`src/rtl/isp_pkg.sv`:
```
// Shared encodings for the serial programming slave.
// Assumes 8-bit opcode bytes and a four-byte command frame.
package isp_pkg;
    typedef enum logic [1:0] {
        TGT_PMEM = 2'd0,
        TGT_DMEM = 2'd1,
        TGT_IO   = 2'd2
    } tgt_e;

    localparam logic [7:0] OP_GUARD  = 8'hAC;
    localparam logic [7:0] OP_ARM2   = 8'h53;
    localparam logic [7:0] OP_PM_RD  = 8'h20;
    localparam logic [7:0] OP_PM_WR  = 8'h40;
    localparam logic [7:0] OP_HI_MSK = 8'hF7;
    localparam logic [7:0] OP_DM_RD  = 8'hA0;
    localparam logic [7:0] OP_DM_WR  = 8'hC0;
    localparam logic [7:0] OP_IO_RD  = 8'hB0;
    localparam logic [7:0] OP_IO_WR  = 8'hD0;
    localparam logic [2:0] SUB_ERASE = 3'b100;
    localparam logic [2:0] SUB_LOCK  = 3'b111;
endpackage

```
`src/rtl/isp_pin_sync.sv`:
```
// Multi-flop synchronizer for one asynchronous pin.
// Assumes the pin is held stable for longer than STAGES clocks.
module isp_pin_sync #(
    parameter int   STAGES  = 2,
    parameter logic RST_VAL = 1'b0
) (
    input  logic clk,
    input  logic rst_n,
    input  logic d,
    output logic q
);
    logic [STAGES-1:0] chain;

    // Shift the pin through the flop chain.
    always_ff @(posedge clk) begin
        if (!rst_n) chain <= {STAGES{RST_VAL}};
        else        chain <= {chain[STAGES-2:0], d};
    end

    assign q = chain[STAGES-1];
endmodule

```
`src/rtl/isp_shifter.sv`:
```
// Frame shifter: collects SDI bits on rising SCK, flags the 24th and the
// last bit, and shifts a loaded byte out on falling SCK.
// Assumes rise/fall are single-cycle pulses from a synchronized SCK.
module isp_shifter #(
    parameter int FRAME_BITS = 32,
    parameter int HDR_BITS   = 24
) (
    input  logic                  clk,
    input  logic                  rst_n,
    input  logic                  active,
    input  logic                  rise,
    input  logic                  fall,
    input  logic                  sdi_s,
    input  logic                  load,
    input  logic [7:0]            load_data,
    output logic                  hdr_valid,
    output logic                  frame_valid,
    output logic [FRAME_BITS-1:0] frame,
    output logic                  sdo
);
    localparam int CW = $clog2(FRAME_BITS);

    logic [CW-1:0] cnt;
    logic [7:0]    tx;

    // Count bits, shift input, shift output; cleared while the link is idle.
    always_ff @(posedge clk) begin
        if (!rst_n || !active) begin
            cnt         <= '0;
            frame       <= '0;
            hdr_valid   <= 1'b0;
            frame_valid <= 1'b0;
            tx          <= '0;
            sdo         <= 1'b0;
        end else begin
            hdr_valid   <= 1'b0;
            frame_valid <= 1'b0;
            if (rise) begin
                frame       <= {frame[FRAME_BITS-2:0], sdi_s};
                cnt         <= (cnt == CW'(FRAME_BITS-1)) ? '0 : cnt + 1'b1;
                hdr_valid   <= (cnt == CW'(HDR_BITS-1));
                frame_valid <= (cnt == CW'(FRAME_BITS-1));
            end
            if (load) begin
                tx <= load_data;
            end else if (fall) begin
                sdo <= tx[7];
                tx  <= {tx[6:0], 1'b0};
            end
        end
    end
endmodule

```
`src/rtl/isp_busy_timer.sv`:
```
// Busy window: held for CLKS cycles after a start pulse.
// Assumes CLKS >= 1.
module isp_busy_timer #(
    parameter int CLKS = 64
) (
    input  logic clk,
    input  logic rst_n,
    input  logic start,
    output logic busy
);
    localparam int CW = $clog2(CLKS + 1);

    logic [CW-1:0] left;

    // Reload on start, otherwise count down to zero.
    always_ff @(posedge clk) begin
        if (!rst_n)         left <= '0;
        else if (start)     left <= CW'(CLKS);
        else if (left != 0) left <= left - 1'b1;
    end

    assign busy = (left != 0);
endmodule

```
`src/rtl/isp_decode.sv`:
```
// Command decoder: arming, read/write/erase strobes, lock bits.
// Assumes mem_rdata is valid combinationally in the cycle of mem_rd.
module isp_decode
    import isp_pkg::*;
#(
    parameter int PM_AW = 10,
    parameter int DM_AW = 7,
    parameter int IO_AW = 6
) (
    input  logic             clk,
    input  logic             rst_n,
    input  logic             active,
    input  logic             hdr_valid,
    input  logic             frame_valid,
    input  logic [31:0]      frame,
    input  logic             busy,
    input  logic [7:0]       mem_rdata,
    output logic             mem_rd,
    output logic             mem_wr,
    output logic             mem_erase,
    output logic [1:0]       mem_sel,
    output logic [PM_AW-1:0] mem_addr,
    output logic             mem_hi,
    output logic [7:0]       mem_wdata,
    output logic [1:0]       lock_n,
    output logic             busy_start,
    output logic             load,
    output logic [7:0]       load_data
);
    localparam int PMH = PM_AW - 8;

    logic [7:0] w1, w2, w3, w4, h1, h2, h3;
    logic       armed, wr_ok, verify_ok;

    assign {w1, w2, w3, w4} = frame;
    assign {h1, h2, h3}     = frame[23:0];
    assign wr_ok            = lock_n[0];
    assign verify_ok        = (lock_n != 2'b00);

    // Track arming, issue strobes and keep the lock bits.
    always_ff @(posedge clk) begin
        if (!rst_n) begin
            armed <= 1'b0; mem_rd <= 1'b0; mem_wr <= 1'b0; mem_erase <= 1'b0;
            mem_sel <= TGT_PMEM; mem_addr <= '0; mem_hi <= 1'b0; mem_wdata <= '0;
            lock_n <= 2'b11; busy_start <= 1'b0; load <= 1'b0; load_data <= '0;
        end else begin
            mem_rd <= 1'b0; mem_wr <= 1'b0; mem_erase <= 1'b0;
            busy_start <= 1'b0; load <= 1'b0;
            if (!active) armed <= 1'b0;
            else if (frame_valid && w1 == OP_GUARD && w2 == OP_ARM2) armed <= 1'b1;

            if (mem_rd) begin
                load      <= 1'b1;
                load_data <= mem_rdata;
            end

            if (active && armed && hdr_valid) begin
                if ((h1 & OP_HI_MSK) == OP_PM_RD || h1 == OP_DM_RD) begin
                    if (verify_ok) begin
                        mem_rd   <= 1'b1;
                        mem_sel  <= (h1 == OP_DM_RD) ? TGT_DMEM : TGT_PMEM;
                        mem_addr <= (h1 == OP_DM_RD) ? PM_AW'(h3[DM_AW-1:0])
                                                     : PM_AW'({h2[PMH-1:0], h3});
                        mem_hi   <= (h1 != OP_DM_RD) && h1[3];
                    end else begin
                        load      <= 1'b1;
                        load_data <= '0;
                    end
                end else if (h1 == OP_IO_RD) begin
                    mem_rd   <= 1'b1;
                    mem_sel  <= TGT_IO;
                    mem_addr <= PM_AW'(h3[IO_AW-1:0]);
                    mem_hi   <= 1'b0;
                end
            end

            if (active && armed && frame_valid && !busy) begin
                if ((w1 & OP_HI_MSK) == OP_PM_WR && wr_ok) begin
                    mem_wr <= 1'b1; busy_start <= 1'b1;
                    mem_sel <= TGT_PMEM; mem_addr <= PM_AW'({w2[PMH-1:0], w3});
                    mem_hi <= w1[3]; mem_wdata <= w4;
                end else if (w1 == OP_DM_WR && wr_ok) begin
                    mem_wr <= 1'b1; busy_start <= 1'b1;
                    mem_sel <= TGT_DMEM; mem_addr <= PM_AW'(w3[DM_AW-1:0]);
                    mem_hi <= 1'b0; mem_wdata <= w4;
                end else if (w1 == OP_IO_WR) begin
                    mem_wr <= 1'b1; busy_start <= 1'b1;
                    mem_sel <= TGT_IO; mem_addr <= PM_AW'(w3[IO_AW-1:0]);
                    mem_hi <= 1'b0; mem_wdata <= w4;
                end else if (w1 == OP_GUARD && w2[7:5] == SUB_ERASE) begin
                    mem_erase <= 1'b1; busy_start <= 1'b1;
                    lock_n <= 2'b11;
                end else if (w1 == OP_GUARD && w2[7:5] == SUB_LOCK) begin
                    busy_start <= 1'b1;
                    lock_n <= lock_n & {w2[2], w2[1]};
                end
            end
        end
    end
endmodule

```
`src/rtl/isp_cmd_slave.sv`:
```
// Top of the serial programming slave: pin synchronizers, SCK edge
// detection, frame shifter, command decoder and busy timer.
// Assumes SCK low/high phases of at least 4/16 clk cycles.
module isp_cmd_slave
    import isp_pkg::*;
#(
    parameter int SYNC_STAGES = 2,
    parameter int BUSY_CLKS   = 64,
    parameter int PM_AW       = 10,
    parameter int DM_AW       = 7,
    parameter int IO_AW       = 6
) (
    input  logic             clk,
    input  logic             rst_n,
    input  logic             prog_rst_n,
    input  logic             sck,
    input  logic             sdi,
    output logic             sdo,
    output logic             mem_rd,
    output logic             mem_wr,
    output logic             mem_erase,
    output logic [1:0]       mem_sel,
    output logic [PM_AW-1:0] mem_addr,
    output logic             mem_hi,
    output logic [7:0]       mem_wdata,
    input  logic [7:0]       mem_rdata,
    output logic             busy,
    output logic [1:0]       lock_n
);
    localparam int         NPIN     = 3;
    localparam logic [2:0] PIN_RST  = 3'b100;
    localparam int         FRAME_W  = 32;

    logic [NPIN-1:0] pin_raw, pin_s;
    logic            sck_d, rise, fall, active;
    logic            hdr_valid, frame_valid, busy_start, load;
    logic [FRAME_W-1:0] frame;
    logic [7:0]      load_data;

    assign pin_raw = {prog_rst_n, sck, sdi};

    for (genvar g = 0; g < NPIN; g++) begin : g_sync
        isp_pin_sync #(.STAGES(SYNC_STAGES), .RST_VAL(PIN_RST[g])) u_sync (
            .clk(clk), .rst_n(rst_n), .d(pin_raw[g]), .q(pin_s[g])
        );
    end

    // Delay the synchronized SCK one cycle for edge detection.
    always_ff @(posedge clk) begin
        if (!rst_n) sck_d <= 1'b0;
        else        sck_d <= pin_s[1];
    end

    assign rise   = pin_s[1] & ~sck_d;
    assign fall   = ~pin_s[1] & sck_d;
    assign active = ~pin_s[2];

    isp_shifter #(.FRAME_BITS(FRAME_W), .HDR_BITS(24)) u_shift (
        .clk(clk), .rst_n(rst_n), .active(active), .rise(rise), .fall(fall),
        .sdi_s(pin_s[0]), .load(load), .load_data(load_data),
        .hdr_valid(hdr_valid), .frame_valid(frame_valid), .frame(frame), .sdo(sdo)
    );

    isp_decode #(.PM_AW(PM_AW), .DM_AW(DM_AW), .IO_AW(IO_AW)) u_dec (
        .clk(clk), .rst_n(rst_n), .active(active), .hdr_valid(hdr_valid),
        .frame_valid(frame_valid), .frame(frame), .busy(busy),
        .mem_rdata(mem_rdata), .mem_rd(mem_rd), .mem_wr(mem_wr),
        .mem_erase(mem_erase), .mem_sel(mem_sel), .mem_addr(mem_addr),
        .mem_hi(mem_hi), .mem_wdata(mem_wdata), .lock_n(lock_n),
        .busy_start(busy_start), .load(load), .load_data(load_data)
    );

    isp_busy_timer #(.CLKS(BUSY_CLKS)) u_busy (
        .clk(clk), .rst_n(rst_n), .start(busy_start), .busy(busy)
    );
endmodule

```
`config.mk`:
```
export PLATFORM = sky130hd
export DESIGN_NAME = isp_cmd_slave
export DESIGN_NICKNAME = d
export VERILOG_FILES = /design/src/rtl/isp_pkg.sv /design/src/rtl/isp_pin_sync.sv /design/src/rtl/isp_shifter.sv /design/src/rtl/isp_busy_timer.sv /design/src/rtl/isp_decode.sv /design/src/rtl/isp_cmd_slave.sv
export SDC_FILE = /design/constraint.sdc
export NUM_CORES = 1
export LEC_CHECK = 0
export BUFFER_PORTS_ARGS = -buffer_cell sky130_fd_sc_hd__buf_4
export CAP_MARGIN = 20
export CORE_UTILIZATION = 40
export DETAILED_ROUTE_END_ITERATION = 8
export GPL_TIMING_DRIVEN = 0
export RECOVER_POWER = 50
export SLEW_MARGIN = 20
export SYNTH_ARGS = -nofsm -noshare
export SYNTH_HDL_FRONTEND = slang
export SYNTH_SLANG_ARGS = --single-unit
```
`constraint.sdc`:
```
create_clock -name clk -period 5.3 [get_ports clk]
set_input_delay 0.265 -clock clk [delete_from_list [all_inputs] [get_ports clk]]
set_output_delay 0.265 -clock clk [all_outputs]
set_load 0.03 [all_outputs]
```
# Word level (Yosys, flattened, before mapping)
# Index checks and enable logic that the tools add are counted.
op_classes:
  addsub: 2
  n_mul: 0
  div: 0
  order_cmp: 0
  eq_ne: 13
  n_shift: 0
  mux: 56
  bitwise: 13
  reduce_logical: 30
op_table:
  columns: ["cell", "count"]
  rows:
  - ["10-bit 2-to-1 mux", 9]
  - ["8-bit 2-to-1 mux", 9]
  - ["8-bit equality test (second input constant)", 5]
  - ["1-bit 2-to-1 mux", 25]
  - ["2-bit 2-to-1 mux", 10]
  - ["7-bit 2-to-1 mux", 2]
  - ["1-bit logical AND", 11]
  - ["5-bit equality test (second input constant)", 2]
  - ["1-bit NOT", 10]
  - ["8-bit by 7-bit equality test with 1-bit output (second input constant)", 1]
  - ["8-bit inequality test (second input constant)", 1]
  - ["2-bit AND reduction", 4]
  - ["2-bit nonzero test", 4]
  - ["7-bit by 5-bit equality test with 1-bit output (second input constant)", 1]
  - ["7-bit by 6-bit equality test with 1-bit output (second input constant)", 1]
  - ["7-bit nonzero test", 1]
  - ["7-bit by 1-bit subtractor with 7-bit output (second input constant)", 1]
  - ["3-bit equality test (second input constant)", 2]
  - ["2-bit OR reduction", 3]
  - ["5-bit by 1-bit adder with 5-bit output (second input constant)", 1]
  - ["5-bit 2-to-1 mux", 1]
  - ["5-bit AND reduction", 1]
  - ["5-bit OR reduction", 1]
  - ["3-bit nonzero test", 1]
  - ["other kinds (4)", 7]
word_totals:
  regBits: 99
  latch_bits: 0
  mem_bits_rw: 0
  romBits: 0
  mem_count: 0

# Longest topological paths before layout
# Gate-level depths: netlist of run 1.
logic_depth:
  ltp_word: 9
  depth_mapped: 8

# Modules after synthesis
# Synthesis of run 1 repeated with hierarchy kept, for this count alone.
hier_totals:
  hier_cells: 424
  hier_area_um2: 4073.9
by_module_without_submodules:
  columns: ["module", "n_inst", "cells_per_inst", "area_per_inst_um2", "seq_area_each_um2"]
  rows:
  - ["isp_shifter", 1, 175, 1828.0, 960.9]
  - ["isp_decode", 1, 195, 1695.4, 740.7]
  - ["isp_busy_timer", 1, 37, 350.3, 140.1]
  - ["isp_pin_sync", 3, 4, 52.6, 40.0]
  - ["isp_cmd_slave", 1, 5, 42.5, 20.0]

# Worst setup path before layout of run 1
# OpenSTA, ideal clock, no wires.
synth_timing:
  kind: "register to register"
  start: "reg u_shift.frame[17]"
  end: "reg u_dec.mem_addr[7]"
  setup_ps: 135
  arrival_time_ps: 1949
  path_slack_ps: 3216
  path_stages_with_launch: 7
  path_buffers: 2
  path_cell_list: "dfxtp_1 or4b_4 or4b_1 clkbuf_2 buf_6 a22oi_1 o22ai_1"
synth_via:
  elab_chain_len: 9
synth_rtl:
  columns: ["element", "line", "source"]
  rows:
  - ["from (decl)", "isp_shifter.sv:18", "output logic [FRAME_BITS-1:0] frame,"]
  - ["from (signal assigned)", "isp_shifter.sv:39", "frame <= {frame[FRAME_BITS-2:0], sdi_s};"]
  - ["8-bit equality test", "isp_decode.sv:58, isp_decode.sv:62", null]
  - ["10-bit 2-to-1 mux", "isp_decode.sv:62", "mem_addr <= (h1 == OP_DM_RD) ? PM_AW'(h3[DM_AW-1:0])"]
  - ["10-bit 2-to-1 mux", "isp_decode.sv:59", "if (verify_ok) begin"]
  - ["10-bit 2-to-1 mux (*)", "isp_decode.sv:58", "if ((h1 & OP_HI_MSK) == OP_PM_RD || h1 == OP_DM_RD) begin"]
  - ["10-bit 2-to-1 mux (*)", "isp_decode.sv:57", "if (active && armed && hdr_valid) begin"]
  - ["10-bit 2-to-1 mux", "isp_decode.sv:86", "end else if (w1 == OP_IO_WR) begin"]
  - ["10-bit 2-to-1 mux", "isp_decode.sv:82", "end else if (w1 == OP_DM_WR && wr_ok) begin"]
  - ["10-bit 2-to-1 mux", "isp_decode.sv:78", "if ((w1 & OP_HI_MSK) == OP_PM_WR && wr_ok) begin"]
  - ["10-bit 2-to-1 mux (*)", "isp_decode.sv:77", "if (active && armed && frame_valid && !busy) begin"]
  - ["to (signal assigned)", "isp_decode.sv:62", null]
  - ["to (signal assigned)", "isp_decode.sv:72", "mem_addr <= PM_AW'(h3[IO_AW-1:0]);"]
  - ["to (decl)", "isp_decode.sv:22", "output logic [PM_AW-1:0] mem_addr,"]
# Every way passes the cells marked *; elsewhere a longest branch is shown, timed or not.
# A chain may end at the register's enable or synchronous reset.

# Worst setup path after layout of run 1
layout_timing:
  start: "reg u_busy.left[2]"
  end: "reg u_dec.lock_n[1]"
layout_via:
  elab_chain_len: 4
layout_rtl:
  columns: ["element", "line", "source"]
  rows:
  - ["from (decl)", "isp_busy_timer.sv:13", "logic [CW-1:0] left;"]
  - ["from (signal assigned)", "isp_busy_timer.sv:18", "else if (start) left <= CW'(CLKS);"]
  - ["from (signal assigned)", "isp_busy_timer.sv:19", "else if (left != 0) left <= left - 1'b1;"]
  - ["7-bit nonzero test", "isp_busy_timer.sv:22", "assign busy = (left != 0);"]
  - ["1-bit zero test", "isp_decode.sv:77", null]
  - ["1-bit logical AND", "isp_decode.sv:77", null]
  - ["5-bit AND reduction (no line)", null, null]
  - ["to (signal assigned)", "isp_decode.sv:95", "lock_n <= lock_n & {w2[2], w2[1]};"]
  - ["to (decl)", "isp_decode.sv:25", "output logic [1:0] lock_n,"]
# Every way passes these cells.

==> metrics.txt, run 1 <==
1st-pass router iterations=5; Root Buffer=clkbuf_8; vias in the first global route=3,091; Fin. Hold Viols=0; Yosys reg bits=99; synthesized netlist cell count=459; final core utilization=0.468; clock-pin slew on the worst setup and hold paths=0.09 ns; via count=3,330; Crit-path slowest cell=or4_1; status=complete, no violations; Highest Clock Rate=423 MHz; half-perimeter wire length after placement=6820 um; slew margin rel.=0.363; hold slack=0.0855 ns; ys async rst share=0; Fin Setup TNS=0 ns; H-Tree Depth=3; Setup crit start kind=register; DIE WIDTH=103 um; Hold Buf Count CTS=0; Worst EP arrival=2.60 ns; n_diodes=0; area of the core=0.00982 mm^2; postcts setup bufs=0; WS Path Type=register to register; PwrDens=319 mW/mm^2; post-synthesis net count=476; post-synth cell types=56; GRT Util Overall=0.191; most used cell, CP=clkbuf_1; Post-synth EDFFs=0; Synth Cell Area=0.00405 mm^2; total CTS buffers=9; routability cong.=0.863; cells along the critical path=or4_1 -> or3_1 -> clkbuf_1 -> clkbuf_1 -> o31ai_1 -> nand2_1; register area share after synthesis=0.489; Area contributors post-synth=dfxtp_1 (49%), nand2_1 (7.2%), a21oi_1 (6.8%); multi-input logic area=0.00190 mm^2; vias per cell=5.14; CTS Sinks=99; CTS resizes=0; RSZ-0062 raised after global routing=no; Post-Syn Area per Cell=8.83 um^2; share of cells above drive strength 1=0.0913; actual slew at the worst max-slew pin=0.948 ns; post-layout minimum cycle time=2.37 ns; finished layout cell area=0.00460 mm^2; Routed Antenna Nets=0; first-pass GRT wire length=15,300 um; max cap viols=0; most frequent cells in the layout=dfxtp_1 (99), nand2_1 (78), a21oi_1 (55); Peak VDD IR=0.000227 V; initial antenna violation count=0; DRC Markers=0; Worst path max stage delay=0.64 ns; Yosys top cell area share=0.489; Pleak=1.48 nW; Yosys top cell by area=dfxtp_1; Clk Latency, worst-skew pair=0.36 ns; port bufs=40; DR iter-0 viols=197; main flop type after synthesis=dfxtp_1; CP Capture Type=register; site row count=36; clock skew=0.00695 ns; commonest non-fill, non-tap cell in the layout=dfxtp_1; Clock Path Buffers=2; CTS tree=built; die footprint=0.0105 mm^2; Critical Path Fanout Max=10; Critical Path RT=5.54 ns; Fill cells=1,039; Final Setup Violations=0; crit share post-route=0.446; pin count of the biggest net entering global routing=16; Area Growth Syn to Fin=13.4%; Slew Limit Fails=0; final wirelength=9250 um; Die Ht=103 um; IO Pins=41; register area=0.00198 mm^2; Area after DPL=0.00452 mm^2; synth warn=0; PnR Total Power=0.00147 W; fin nets=527; GRT Residual Overflow=0; HP Class=input port to register; Avg WL per Cell=14.3 um; Initial Util=0.413
-- sequential cells by signal, indices dropped and copies added (netlist names), 2 cells and up --
| signal | cells |
|---|---|
| u_dec.mem_addr | 10 |
| u_busy.left | 7 |
| u_dec.lock_n | 2 |
| u_shift.cnt | 5 |
| g_sync.u_sync.chain | 6 |
| u_dec.mem_wdata | 8 |
| u_shift.tx | 8 |
| u_shift.frame | 32 |
| u_dec.load_data | 8 |
| u_dec.mem_sel | 2 |
-- stage by stage --
| step | cells | setup WS, ns |
|---|---|---|
| floorplan | 459 | 3.22 |
| global placement | 632 | 3.00 |
| detailed placement | 632 | 2.97 |
| CTS | 648 | 2.96 |
| global route | 648 | 2.74 |
| finish | 648 | 2.93 |
-- path summary, 6_finish.rpt --
kind	slack, ns	depth (start not counted)	to	from
setup / recovery	2.93	6	u_dec.lock_n[1]$_SDFFE_PN1P_	u_busy.left[2]$_SDFFE_PP0P_
hold / removal	0.09	2	g_sync[2].u_sync.chain[0]$_SDFF_PN1_	prog_rst_n
setup reg to reg	2.93	6	u_dec.lock_n[1]$_SDFFE_PN1P_	u_busy.left[2]$_SDFFE_PP0P_
hold reg to reg	0.41	1	g_sync[2].u_sync.chain[1]$_SDFF_PN1_	g_sync[2].u_sync.chain[0]$_SDFF_PN1_
-- routing by layer --
metal / global-route usage / routed length [um] / vias to the layer above
li1: - / - / 1694
met2: 0.307 / 4220 / 73
met1: 0.251 / 4500 / 1554
met5: 0 / 0 / -
met3: 0.0393 / 409 / 9
met4: 0.0736 / 129 / 0
-- final cells by class --
cell class | count | area share
flip-flops and latches | 99 | 0.431
repair buffers | 40 | 0.0424
clock buffers | 11 | 0.0307
multi-input cells | 320 | 0.414
plain buffers | 29 | 0.0256
inverters | 11 | 0.00898
well taps | 133 | 0.0362
clock inverters | 5 | 0.0114
-- power by group --
group          total, W  switching (W)  internal [W]  leakage [nW]
sequential     0.000792      0.0000226      0.000769         0.800
combinational  0.000201       0.000116     0.0000856         0.583
clock          0.000475       0.000246      0.000229        0.0991
-- worst max-delay path: cells and delay by family (launching register included) --
| kind | cells | cell delay [ns] |
|---|---|---|
| AND/OR/NAND/NOR | 3 | 1.14 |
| buffers and inverters | 2 | 0.45 |
| flip-flops | 1 | 0.36 |
| AO/OA/AOI/OAI | 1 | 0.28 |
-- kinds of logic after synthesis --
logic type / count (synthesis) / synth area share
flip-flops: 99 / 0.489
adder cells (fa/ha/maj): 4 / 0.0123
XOR/XNOR: 6 / 0.0130
AO/OA/AOI/OAI: 99 / 0.143
buffers and inverters: 40 / 0.0410
multiplexers: 31 / 0.0790
AND/OR/NAND/NOR: 180 / 0.223
-- Yosys cell counts (2+ instances only) --
cell type  count
nand2_1       78
xnor2_1        3
nor2_1        35
ha_1           4
nand4b_1       2
o22ai_1        4
o31ai_1        8
or4_1          2
o21a_1         2
xor2_1         3
or4bb_1        3
nor4b_1        2
nor4_1         5
o21ai_0       12
buf_6          2
a21oi_1       55
nand2b_1       8
or4_4          2
and2_1         6
nand3_1        9
nor3_1         8
clkbuf_1      23
or4b_4         2
dfxtp_1       99
inv_1         11
buf_1          3
a31oi_1        2
nand4_1        2
or3_1          2
a211oi_1       2
mux2i_1       23
a22oi_1        4
nand3b_1       3
mux2_2         8
Power figures use the tool's default switching activity.
==> run 2, diff against run 1 <==
==> constraint.sdc (replaced) <==
create_clock -name clk -period 2.5 [get_ports clk]
set_input_delay 0.125 -clock clk [delete_from_list [all_inputs] [get_ports clk]]
set_output_delay 0.125 -clock clk [all_outputs]
set_load 0.03 [all_outputs]
==> run 2 against run 1 <==
  * Global-route usage grew 0.18 points
  * Sequential cell count did not move
  * Combinational power increased by 120%
==> metrics.txt, run 2 (synthesis gave the netlist of run 1 again) <==
Initial Util=0.413; Largest register FFs=32; PwrDens=667 mW/mm^2; Peak VDD IR=0.000483 V; CP Buf/Inv Count=2; Crit-path slowest cell=or4b_4; most frequent cells in the layout=dfxtp_1 (99), nand2_1 (78), a21oi_1 (55); Clk Latency, worst-skew pair=0.35 ns; Avg WL per Cell=14.3 um; crit share post-route=0.933; RR Endpoint=u_dec.mem_addr[1]$_SDFF_PN0_; Largest delay share family, worst path=simple AND/OR/NAND/NOR gates; CTS Sinks=99; n_diodes=0; initial antenna violation count=0; GRT Residual Overflow=0; Final Setup Violations=0; vias per cell=5.10; Worst EP arrival=2.58 ns; Root Buffer=clkbuf_8; worst reg-to-reg path cell count=6; Internal=0.00232 W; status=complete, no violations; 1st-pass router iterations=5; postcts setup bufs=0; vias in the first global route=3,149; R2R Setup Slk=0.17 ns; Slew Limit Fails=0; Die Ht=103 um; Highest Clock Rate=429 MHz; switching share of power=0.261; Critical Path RT=2.74 ns; routability cong.=0.863; hold_sp=mem_rdata[7]; slew margin rel.=0.361; max cap viols=0; met2 usage=0.311; Fin. Hold Viols=0; reg2reg start=u_shift.frame[24]$_SDFFE_PP0P_; grt peak-use layer=met2; Sequential Power Share=0.535; most used cell, CP=clkbuf_1; commonest non-fill, non-tap cell in the layout=dfxtp_1; Clock Path Buffers=2; grt met1 use=0.252; half-perimeter wire length after placement=6820 um; total CTS buffers=9; fin nets=537; Fin Setup TNS=0 ns; site row count=36; post-layout minimum cycle time=2.33 ns; port bufs=40; CP Capture Type=register; clock skew=0.00626 ns; Critical Path Start=u_shift.frame[24]$_SDFFE_PP0P_; pin count of the biggest net entering global routing=16; GRT Util Overall=0.192; CTS resizes=0; RSZ-0062 raised after global routing=no; Clk pwr share=0.321; Critical Path Fanout Max=10; area of the core=0.00982 mm^2; Critical path destination=u_dec.mem_addr[1]$_SDFF_PN0_; actual slew at the worst max-slew pin=0.950 ns; die footprint=0.0105 mm^2; HP Class=input port to register; Routed Antenna Nets=0; via count=3,355; IO Pins=41; cells along the critical path=or4b_4 -> or4_1 -> clkbuf_1 -> clkbuf_1 -> o31ai_1 -> a21oi_1; Area Growth Syn to Fin=16.2%; final wirelength=9380 um; Hold Buf Count CTS=10; CTS tree=built; DR iter-0 viols=173; first-pass GRT wire length=15,500 um; clock-pin slew on the worst setup and hold paths=0.09 ns; WS Path Type=register to register; hold depth=3; logic gate share of total power=0.144; Setup crit start kind=register; net switching power=0.000819 W; Pleak=1.53 nW; CP Depth=6; H-Tree Depth=3; Largest regs=u_shift.frame: 32 flops, u_dec.mem_addr: 10 flops; Worst path max stage delay=0.58 ns; grt met3 use=0.0393; share of cells above drive strength 1=0.0933; Reg with most FFs=u_shift.frame; DRC Markers=0; DIE WIDTH=103 um; hold slack=0.0197 ns
[run 2: power groups by stage]
| stage | registers, W | logic (W) | clock network, W |
|---|---|---|---|
| 3_3_place_gp | 0.00171 | 0.000435 | 0 |
| 5_1_grt | 0.00169 | 0.000517 | 0.00110 |
| 3_5_place_dp | 0.00172 | 0.000444 | 0 |
| 2_1_floorplan | 0.00171 | 0.000341 | 0 |
| 6_report | 0.00168 | 0.000452 | 0.00101 |
| 4_1_cts | 0.00168 | 0.000459 | 0.00104 |
[run 2: worst reg2reg max path: stages, from the launching register on]
cell and delay, ns:
dfxtp_1 0.34, or4b_4 0.58, or4_1 0.44, clkbuf_1 0.19
clkbuf_1 0.28, o31ai_1 0.32, a21oi_1 0.07
[run 2: worst min path at each step]
stage | end | slack [ns]
4_1_cts | u_dec.load_data[7]$_SDFF_PN0_ | 0.02
6_report | u_dec.load_data[7]$_SDFF_PN0_ | 0.02
5_1_grt | u_dec.load_data[7]$_SDFF_PN0_ | 0.02
2_1_floorplan | g_sync[2].u_sync.chain[0]$_SDFF_PN1_ | 0.23
3_3_place_gp | g_sync[2].u_sync.chain[0]$_SDFF_PN1_ | 0.31
3_5_place_dp | g_sync[2].u_sync.chain[0]$_SDFF_PN1_ | 0.31
[run 2: area by class of cell]
| class | instances | area (um^2) |
|---|---|---|
| Clock inverter | 5 | 52.6 |
| Multi-Input combinational cell | 320 | 1910 |
| Inverter | 11 | 41.3 |
| Tap cell | 133 | 166 |
| Timing Repair Buffer | 50 | 295 |
| Clock buffer | 11 | 141 |
| Buffer | 29 | 125 |
| Sequential cell | 99 | 1980 |
| Fill cell | 1023 | 5110 |
[run 2: through the flow]
stage                util  setup slack (ns)  power (W)  area [um^2]  instances
finish              0.480             0.167    0.00314         4710        658
detailed placement  0.460             0.173    0.00216         4520        632
global route        0.480            0.0371    0.00331         4710        658
global placement    0.460             0.199    0.00215         4520        632
floorplan               -             0.416    0.00205         4050        459
CTS                 0.490             0.159    0.00318         4810        658
[run 2: per-layer routing]
metal / vias to the layer above / part of all wire
met5: - / 0
met4: 0 / 0.015
met3: 11 / 0.050
met2: 76 / 0.46
met1: 1553 / 0.48
li1: 1715 / -
